--- src/rtl/maint_pkg.sv ---
package maint_pkg;
  localparam int WORD_W    = 32;
  localparam int NUM_WORDS = 7;
  localparam int CMD_W     = WORD_W * NUM_WORDS;
  localparam int ADDR_W    = 40;
  localparam int META_W    = 64;
  localparam int OP_W      = 4;
  localparam int NUM_ENG   = 2;
  localparam int NUM_RING  = 2;

  localparam logic [OP_W-1:0] OP_RD_STAT   = 4'd0;
  localparam logic [OP_W-1:0] OP_HASH_ONLY = 4'd1;
  localparam logic [OP_W-1:0] OP_WB_ONE    = 4'd2;
  localparam logic [OP_W-1:0] OP_WB_ALL    = 4'd3;
  localparam logic [OP_W-1:0] OP_INV_ONE   = 4'd4;
  localparam logic [OP_W-1:0] OP_INV_ALL   = 4'd5;
  localparam logic [OP_W-1:0] OP_WBI_ONE   = 4'd6;
  localparam logic [OP_W-1:0] OP_WBI_ALL   = 4'd7;
  localparam logic [OP_W-1:0] OP_CLR_STAT  = 4'd8;
  localparam logic [OP_W-1:0] OP_MAX       = OP_CLR_STAT;

  typedef enum logic [1:0] {S_IDLE, S_REQ, S_STS} state_e;

  typedef struct packed {
    logic [ADDR_W-1:0] addr;
    logic [OP_W-1:0]   op;
    logic              eng_sel;
    logic              ring_sel;
    logic              swap;
    logic [META_W-1:0] meta;
    logic              err;
    logic              stats;
  } cmd_t;

  // single-entry ops and read stats are exactly the even legal codes
  function automatic logic op_reports_stats(input logic [OP_W-1:0] op);
    return (op <= OP_MAX) && !op[0];
  endfunction
endpackage

--- src/rtl/maint_cmd_decode.sv ---
module maint_cmd_decode
  import maint_pkg::*;
(
  input  logic [CMD_W-1:0] cmd_i,
  output cmd_t             dec_o
);
  logic [WORD_W-1:0] w [NUM_WORDS];

  for (genvar g = 0; g < NUM_WORDS; g++) begin : g_unpack
    assign w[g] = cmd_i[g*WORD_W +: WORD_W];
  end

  logic rsvd_bad, op_bad;
  assign rsvd_bad = (|w[1][31:15]) | (|w[4]) | (|w[5]) | (|w[6][19:0]);
  assign op_bad   = w[1][11:8] > OP_MAX;

  always_comb begin
    dec_o          = '0;
    dec_o.addr     = {w[1][7:0], w[0]};
    dec_o.op       = w[1][11:8];
    dec_o.eng_sel  = w[1][12];
    dec_o.ring_sel = w[1][13];
    dec_o.swap     = w[1][14];
    dec_o.meta     = {w[3], w[2]};
    dec_o.err      = rsvd_bad | op_bad;
    dec_o.stats    = !(rsvd_bad | op_bad) && op_reports_stats(w[1][11:8]);
  end
endmodule

--- src/rtl/maint_eng_route.sv ---
module maint_eng_route
  import maint_pkg::*;
#(
  parameter int STAT_W = 32
) (
  input  logic                      active_i,
  input  logic                      sel_i,
  input  logic [NUM_ENG-1:0]        done_i,
  input  logic [NUM_ENG*STAT_W-1:0] stat_i,
  output logic [NUM_ENG-1:0]        req_o,
  output logic                      done_o,
  output logic [STAT_W-1:0]         stat_o
);
  for (genvar g = 0; g < NUM_ENG; g++) begin : g_eng
    assign req_o[g] = active_i && (int'(sel_i) == g);
  end

  assign done_o = |(req_o & done_i);
  assign stat_o = stat_i[int'(sel_i)*STAT_W +: STAT_W];
endmodule

--- src/rtl/maint_sts_steer.sv ---
module maint_sts_steer
  import maint_pkg::*;
(
  input  logic                active_i,
  input  logic                sel_i,
  input  logic [NUM_RING-1:0] ready_i,
  output logic [NUM_RING-1:0] valid_o,
  output logic                accept_o
);
  for (genvar g = 0; g < NUM_RING; g++) begin : g_ring
    assign valid_o[g] = active_i && (int'(sel_i) == g);
  end

  assign accept_o = |(valid_o & ready_i);
endmodule

--- src/rtl/maint_cmd_dispatch.sv ---
module maint_cmd_dispatch
  import maint_pkg::*;
#(
  parameter int STAT_W = 32
) (
  input  logic                      clk_i,
  input  logic                      rst_ni,
  input  logic                      cmd_valid_i,
  output logic                      cmd_ready_o,
  input  logic [CMD_W-1:0]          cmd_i,
  output logic [NUM_ENG-1:0]        eng_req_o,
  output logic [OP_W-1:0]           eng_op_o,
  output logic [ADDR_W-1:0]         eng_addr_o,
  output logic                      eng_swap_o,
  input  logic [NUM_ENG-1:0]        eng_done_i,
  input  logic [NUM_ENG*STAT_W-1:0] eng_stat_i,
  output logic [NUM_RING-1:0]       sts_valid_o,
  input  logic [NUM_RING-1:0]       sts_ready_i,
  output logic [META_W-1:0]         sts_meta_o,
  output logic [OP_W-1:0]           sts_op_o,
  output logic                      sts_eng_o,
  output logic                      sts_err_o,
  output logic                      sts_stats_valid_o,
  output logic [STAT_W-1:0]         sts_stat_o
);
  state_e            state_q;
  cmd_t              dec, cmd_q;
  logic [STAT_W-1:0] stat_q, sel_stat;
  logic              sel_done, sts_accept;

  maint_cmd_decode u_dec (.cmd_i(cmd_i), .dec_o(dec));

  maint_eng_route #(.STAT_W(STAT_W)) u_route (
    .active_i(state_q == S_REQ),
    .sel_i   (cmd_q.eng_sel),
    .done_i  (eng_done_i),
    .stat_i  (eng_stat_i),
    .req_o   (eng_req_o),
    .done_o  (sel_done),
    .stat_o  (sel_stat)
  );

  maint_sts_steer u_steer (
    .active_i(state_q == S_STS),
    .sel_i   (cmd_q.ring_sel),
    .ready_i (sts_ready_i),
    .valid_o (sts_valid_o),
    .accept_o(sts_accept)
  );

  always_ff @(posedge clk_i or negedge rst_ni) begin
    if (!rst_ni) begin
      state_q <= S_IDLE;
      cmd_q   <= '0;
      stat_q  <= '0;
    end else begin
      unique case (state_q)
        S_IDLE: if (cmd_valid_i) begin
          cmd_q   <= dec;
          stat_q  <= '0;
          state_q <= dec.err ? S_STS : S_REQ;
        end
        S_REQ: if (sel_done) begin
          stat_q  <= cmd_q.stats ? sel_stat : '0;
          state_q <= S_STS;
        end
        S_STS: if (sts_accept) state_q <= S_IDLE;
        default: state_q <= S_IDLE;
      endcase
    end
  end

  assign cmd_ready_o       = state_q == S_IDLE;
  assign eng_op_o          = cmd_q.op;
  assign eng_addr_o        = cmd_q.addr;
  assign eng_swap_o        = cmd_q.swap;
  assign sts_meta_o        = cmd_q.meta;
  assign sts_op_o          = cmd_q.op;
  assign sts_eng_o         = cmd_q.eng_sel;
  assign sts_err_o         = cmd_q.err;
  assign sts_stats_valid_o = cmd_q.stats;
  assign sts_stat_o        = stat_q;

  AST_BUSY_NOT_READY: assert property (@(posedge clk_i) disable iff (!rst_ni)
    ((|eng_req_o) || (|sts_valid_o)) |-> !cmd_ready_o);
  AST_ERR_NO_REQ: assert property (@(posedge clk_i) disable iff (!rst_ni)
    (cmd_valid_i && cmd_ready_o && dec.err) |=> (eng_req_o == '0));
  AST_REQ_ONEHOT: assert property (@(posedge clk_i) disable iff (!rst_ni)
    $onehot0(eng_req_o));
  AST_REQ_HELD: assert property (@(posedge clk_i) disable iff (!rst_ni)
    ((|eng_req_o) && !(|(eng_req_o & eng_done_i))) |=> (eng_req_o == $past(eng_req_o)));
  AST_STS_ONEHOT: assert property (@(posedge clk_i) disable iff (!rst_ni)
    $onehot0(sts_valid_o));
  AST_STS_HOLD: assert property (@(posedge clk_i) disable iff (!rst_ni)
    ((|sts_valid_o) && !(|(sts_valid_o & sts_ready_i)))
      |=> (sts_valid_o == $past(sts_valid_o)) && $stable(sts_meta_o) && $stable(sts_stat_o));
  AST_ERR_NO_STATS: assert property (@(posedge clk_i) disable iff (!rst_ni)
    ((|sts_valid_o) && sts_err_o) |-> !sts_stats_valid_o && (sts_stat_o == '0));
endmodule

--- config.mk ---
export PLATFORM = sky130hd
export DESIGN_NAME = maint_cmd_dispatch
export DESIGN_NICKNAME = d
export VERILOG_FILES = /design/src/rtl/maint_pkg.sv /design/src/rtl/maint_cmd_decode.sv /design/src/rtl/maint_eng_route.sv /design/src/rtl/maint_sts_steer.sv /design/src/rtl/maint_cmd_dispatch.sv
export SDC_FILE = /design/constraint.sdc
export NUM_CORES = 1
export LEC_CHECK = 0
export ABC_AREA = 1
export BUFFER_PORTS_ARGS = -buffer_cell sky130_fd_sc_hd__buf_2
export CORE_AREA = 2 2 173 175
export CTS_BUF_LIST = sky130_fd_sc_hd__clkbuf_2 sky130_fd_sc_hd__clkbuf_4 sky130_fd_sc_hd__clkbuf_8
export DETAILED_ROUTE_END_ITERATION = 10
export DIE_AREA = 0 0 175 177
export PLACE_DENSITY = 0.5
export SLEW_MARGIN = 15
export SYNTH_ARGS = -nofsm -noshare
export SYNTH_HDL_FRONTEND = slang
export SYNTH_SLANG_ARGS = --single-unit
--- constraint.sdc ---
create_clock -name clk_i -period 1.8 [get_ports clk_i]
set_input_delay 0.18 -clock clk_i [delete_from_list [all_inputs] [get_ports clk_i]]
set_output_delay 0.18 -clock clk_i [all_outputs]
set_load 0.005 [all_outputs]
==> results.md <==
- Worst EP required: 2.13 ns
- Hold path endpoint: eng_op_o[2]$_DFFE_PN0P_
- Top-count cell post-synth: nand2_1
- Final worst-path cycle share: 89.7%
- Initial core utilization: 22.1%
- Ranking of synthesized cells by area: dfrtp_1, nand2_1, mux2i_1, nor2_1, o31ai_2
- Clk pwr share: 21.0%
- Switching Fraction: 36.7%
- Pwr dens: 1190 nW/um2
- Mapped Area: 6470 um2
- Slew Viols, Final: 0
- Drt total wl: 23.9 mm
- Yosys top cell area share: 56.8%
- Placed Cells: 1,559
- R2R setup slack: 0.18 ns
- Clock Tree Root: clkbuf_8
- Crit end category: register
- Post-DRT Antenna Nets: 0
- Vias per cell: 4.04
- Register area share after synthesis: 56.8%
- Largest net degree at the start of global routing: 61
- Post-layout minimum cycle time: 1.62 ns
- First-pass detailed-route iteration total: 6
- GR Overflow Total: 0
- Total negative slack: 0 ns
- RePlAce Congestion: 0.878
- Row Count: 63
- Terminus of the critical flop-to-flop path: sts_stat_o[30]$_DFFE_PN0P_
- Worst-Margin Slew: 0.498 ns
- WS Path Type: reg2reg
- Outcome: completed
- Worst-Skew Late Latency: 0.45 ns
- Clk sink count: 147
- DIE AREA: 31,000 um2
- # nets final: 1,596
- Number of synthesized flops with an enable pin: 0
- Num CTS Buffers: 17
- Vias: 6,885
- Port Buffer Count: 435
- GRT Total Usage: 15.2%
- Distinct cells, synth: 21
- Mapped Cells: 756
- Vias in the first global route: 6,869
- Min-delay src: cmd_i[42]
- Cell Int Power: 0.00809 W
- Area Overhead vs Synth: 65.8%
- Flop pwr share: 40.4%
- Clock skew: 0.0256 ns
- TritonCTS clock tree: built
- Logic gate share of total power: 38.6%
- CP arrival: 1.95 ns
- Syn avg cell area: 8.56 um2
- Worst hold path class: in2reg
- Non-Filler Instances: 1,703
- RSZ-0062 raised after global routing: no
- Async S/R FF share, synth: 100%
- Initial antenna violation count: 0
- Commonest cells in the netlist: nand2_1, dfrtp_1, nor2_1, mux2i_1
- Crit Path Max Fanout: 11
- IR drop worst, VDD: 0.791 mV
- First-pass GRT wire length: 36.9 mm
- R2R depth: 10
- DRT iter0 DRCs: 266
- Net Sw Power: 0.00468 W
- R2r startpoint: state_q[0]$_DFFE_PN0P_
- Hold Violations, Final: 0
- Routed len/inst: 14.0 um
- Ys flop type: dfrtp_1
- Core Region: 29,200 um2
- Synth area leader: dfrtp_1
- Leakage: 5.95 nW
- Critical Path Source Type: register
- # IOs: 448
- Clk slew on worst S/H paths: 0.08 ns
- Yosys warning count: 0
- Ant diodes: 0
- Slew HR: 66.8%
- Mapped Nets: 1,051
- Yosys reg bits: 147
- Half-perimeter wire length after placement: 17.5 mm
- Core Util, Final: 36.7%
- CTS H-tree lvls: 4
- Resized cells post-CTS: 0
- Layout cell share with drive strength beyond 1: 39.4%
- Max-Cap Viols: 0
- FMAX: 0.619 GHz
- Clock buffer depth: 2
- Die Wd: 175 um
- Die height: 177 um
- Final setup viols: 0
- WHS Path Cells: 3
- DR DRC count: 0
==> kinds of logic after synthesis <==
group / count (synthesis) / share of synthesized area, %
buffers and inverters: 55 / 4.17
muxes: 32 / 4.95
DFF: 147 / 56.8
and+or+nand+nor: 482 / 28.3
AOI/OAI and AO/OA: 40 / 5.80
==> critical path: stages (launching register included) <==
cell and delay (ns):
dfrtp_1 0.39, inv_1 0.09, nor2_2 0.05, inv_2 0.09
nor2_2 0.05, nand2_1 0.05, nand2_1 0.13, nor2_4 0.28
buf_4 0.25, nand2_1 0.08, o31ai_2 0.06
==> layer usage <==
layer,GRT usage [%],part of all wire [%]
met1,19.3,43
met4,4.83,1.7
met3,4.25,7.2
met2,25.2,48
met5,0,0
==> power groups by stage <==
| stage | combinational, W | clock (W) | sequential (W) |
|---|---|---|---|
| final | 0.00493 | 0.00268 | 0.00516 |
| after global placement | 0.00476 | 0 | 0.00519 |
| after CTS | 0.00499 | 0.00283 | 0.00516 |
| after floorplan | 0.00222 | 0 | 0.00530 |
| after global routing | 0.00554 | 0.00296 | 0.00533 |
| after detailed placement | 0.00482 | 0 | 0.00518 |
==> per-stage QoR <==
stage	worst slack, ns	hold WS, ns	total power, W	area, um2
finish	0.185	0.0439	0.0128	10700
global route	0.0187	0.0337	0.0138	10700
CTS	0.135	0.0153	0.0130	10700
detailed placement	0.161	0.170	0.0100	9220
global placement	0.183	0.173	0.00995	9220
floorplan	0.343	-0.116	0.00751	6470
==> worst max path at each step <==
stage	from	to	slack (ns)
final	state_q[0]$_DFFE_PN0P_	sts_stat_o[30]$_DFFE_PN0P_	0.18
after detailed placement	state_q[0]$_DFFE_PN0P_	sts_stat_o[30]$_DFFE_PN0P_	0.16
after CTS	state_q[0]$_DFFE_PN0P_	sts_stat_o[30]$_DFFE_PN0P_	0.14
after global placement	state_q[0]$_DFFE_PN0P_	sts_stat_o[15]$_DFFE_PN0P_	0.18
after floorplan	state_q[1]$_DFFE_PN0P_	sts_stat_o[21]$_DFFE_PN0P_	0.34
after global routing	state_q[0]$_DFFE_PN0P_	sts_stat_o[31]$_DFFE_PN0P_	0.02
==> cell usage in the layout (no fill, tap or decap), types with 10 or more instances in the layout <==
master / synthesis / routed
buf_2: 18 / 434
nand2_1: 403 / 402
dfrtp_1: 147 / 146
dlygate4sd3_1: 0 / 110
nor2_1: 69 / 68
mux2i_1: 32 / 32
o31ai_2: 18 / 18
clkbuf_8: 0 / 18
o31ai_1: 14 / 14
buf_4: 5 / 13
inv_1: 11 / 11
buf_12: 0 / 10
==> timing repair <==
action,CTS,global route
setup endpoints to repair,0,1
hold endpoints to repair,150,0
hold buffers,110,0
buffers inserted,0,3
==> area by class of cell <==
type / instances / area (um2)
Fill cell: 3018 / 18500
Sequential cell: 147 / 3680
Timing Repair Buffer: 568 / 3580
Multi-Input combinational cell: 554 / 2540
Tap cell: 390 / 488
Clock buffer: 20 / 263
Clock inverter: 11 / 131
Inverter: 13 / 51.3
==> state kept, by name, summed over array words and instances (netlist names) <==
| signal | cells |
|---|---|
| sts_meta_o | 64 |
| sts_stats_valid_o | 1 |
| cmd_q | 1 |
| state_q | 2 |
| sts_eng_o | 1 |
| eng_swap_o | 1 |
| eng_op_o | 4 |
| sts_stat_o | 32 |
| sts_err_o | 1 |
| eng_addr_o | 40 |
(Power assumes the default switching activity.)
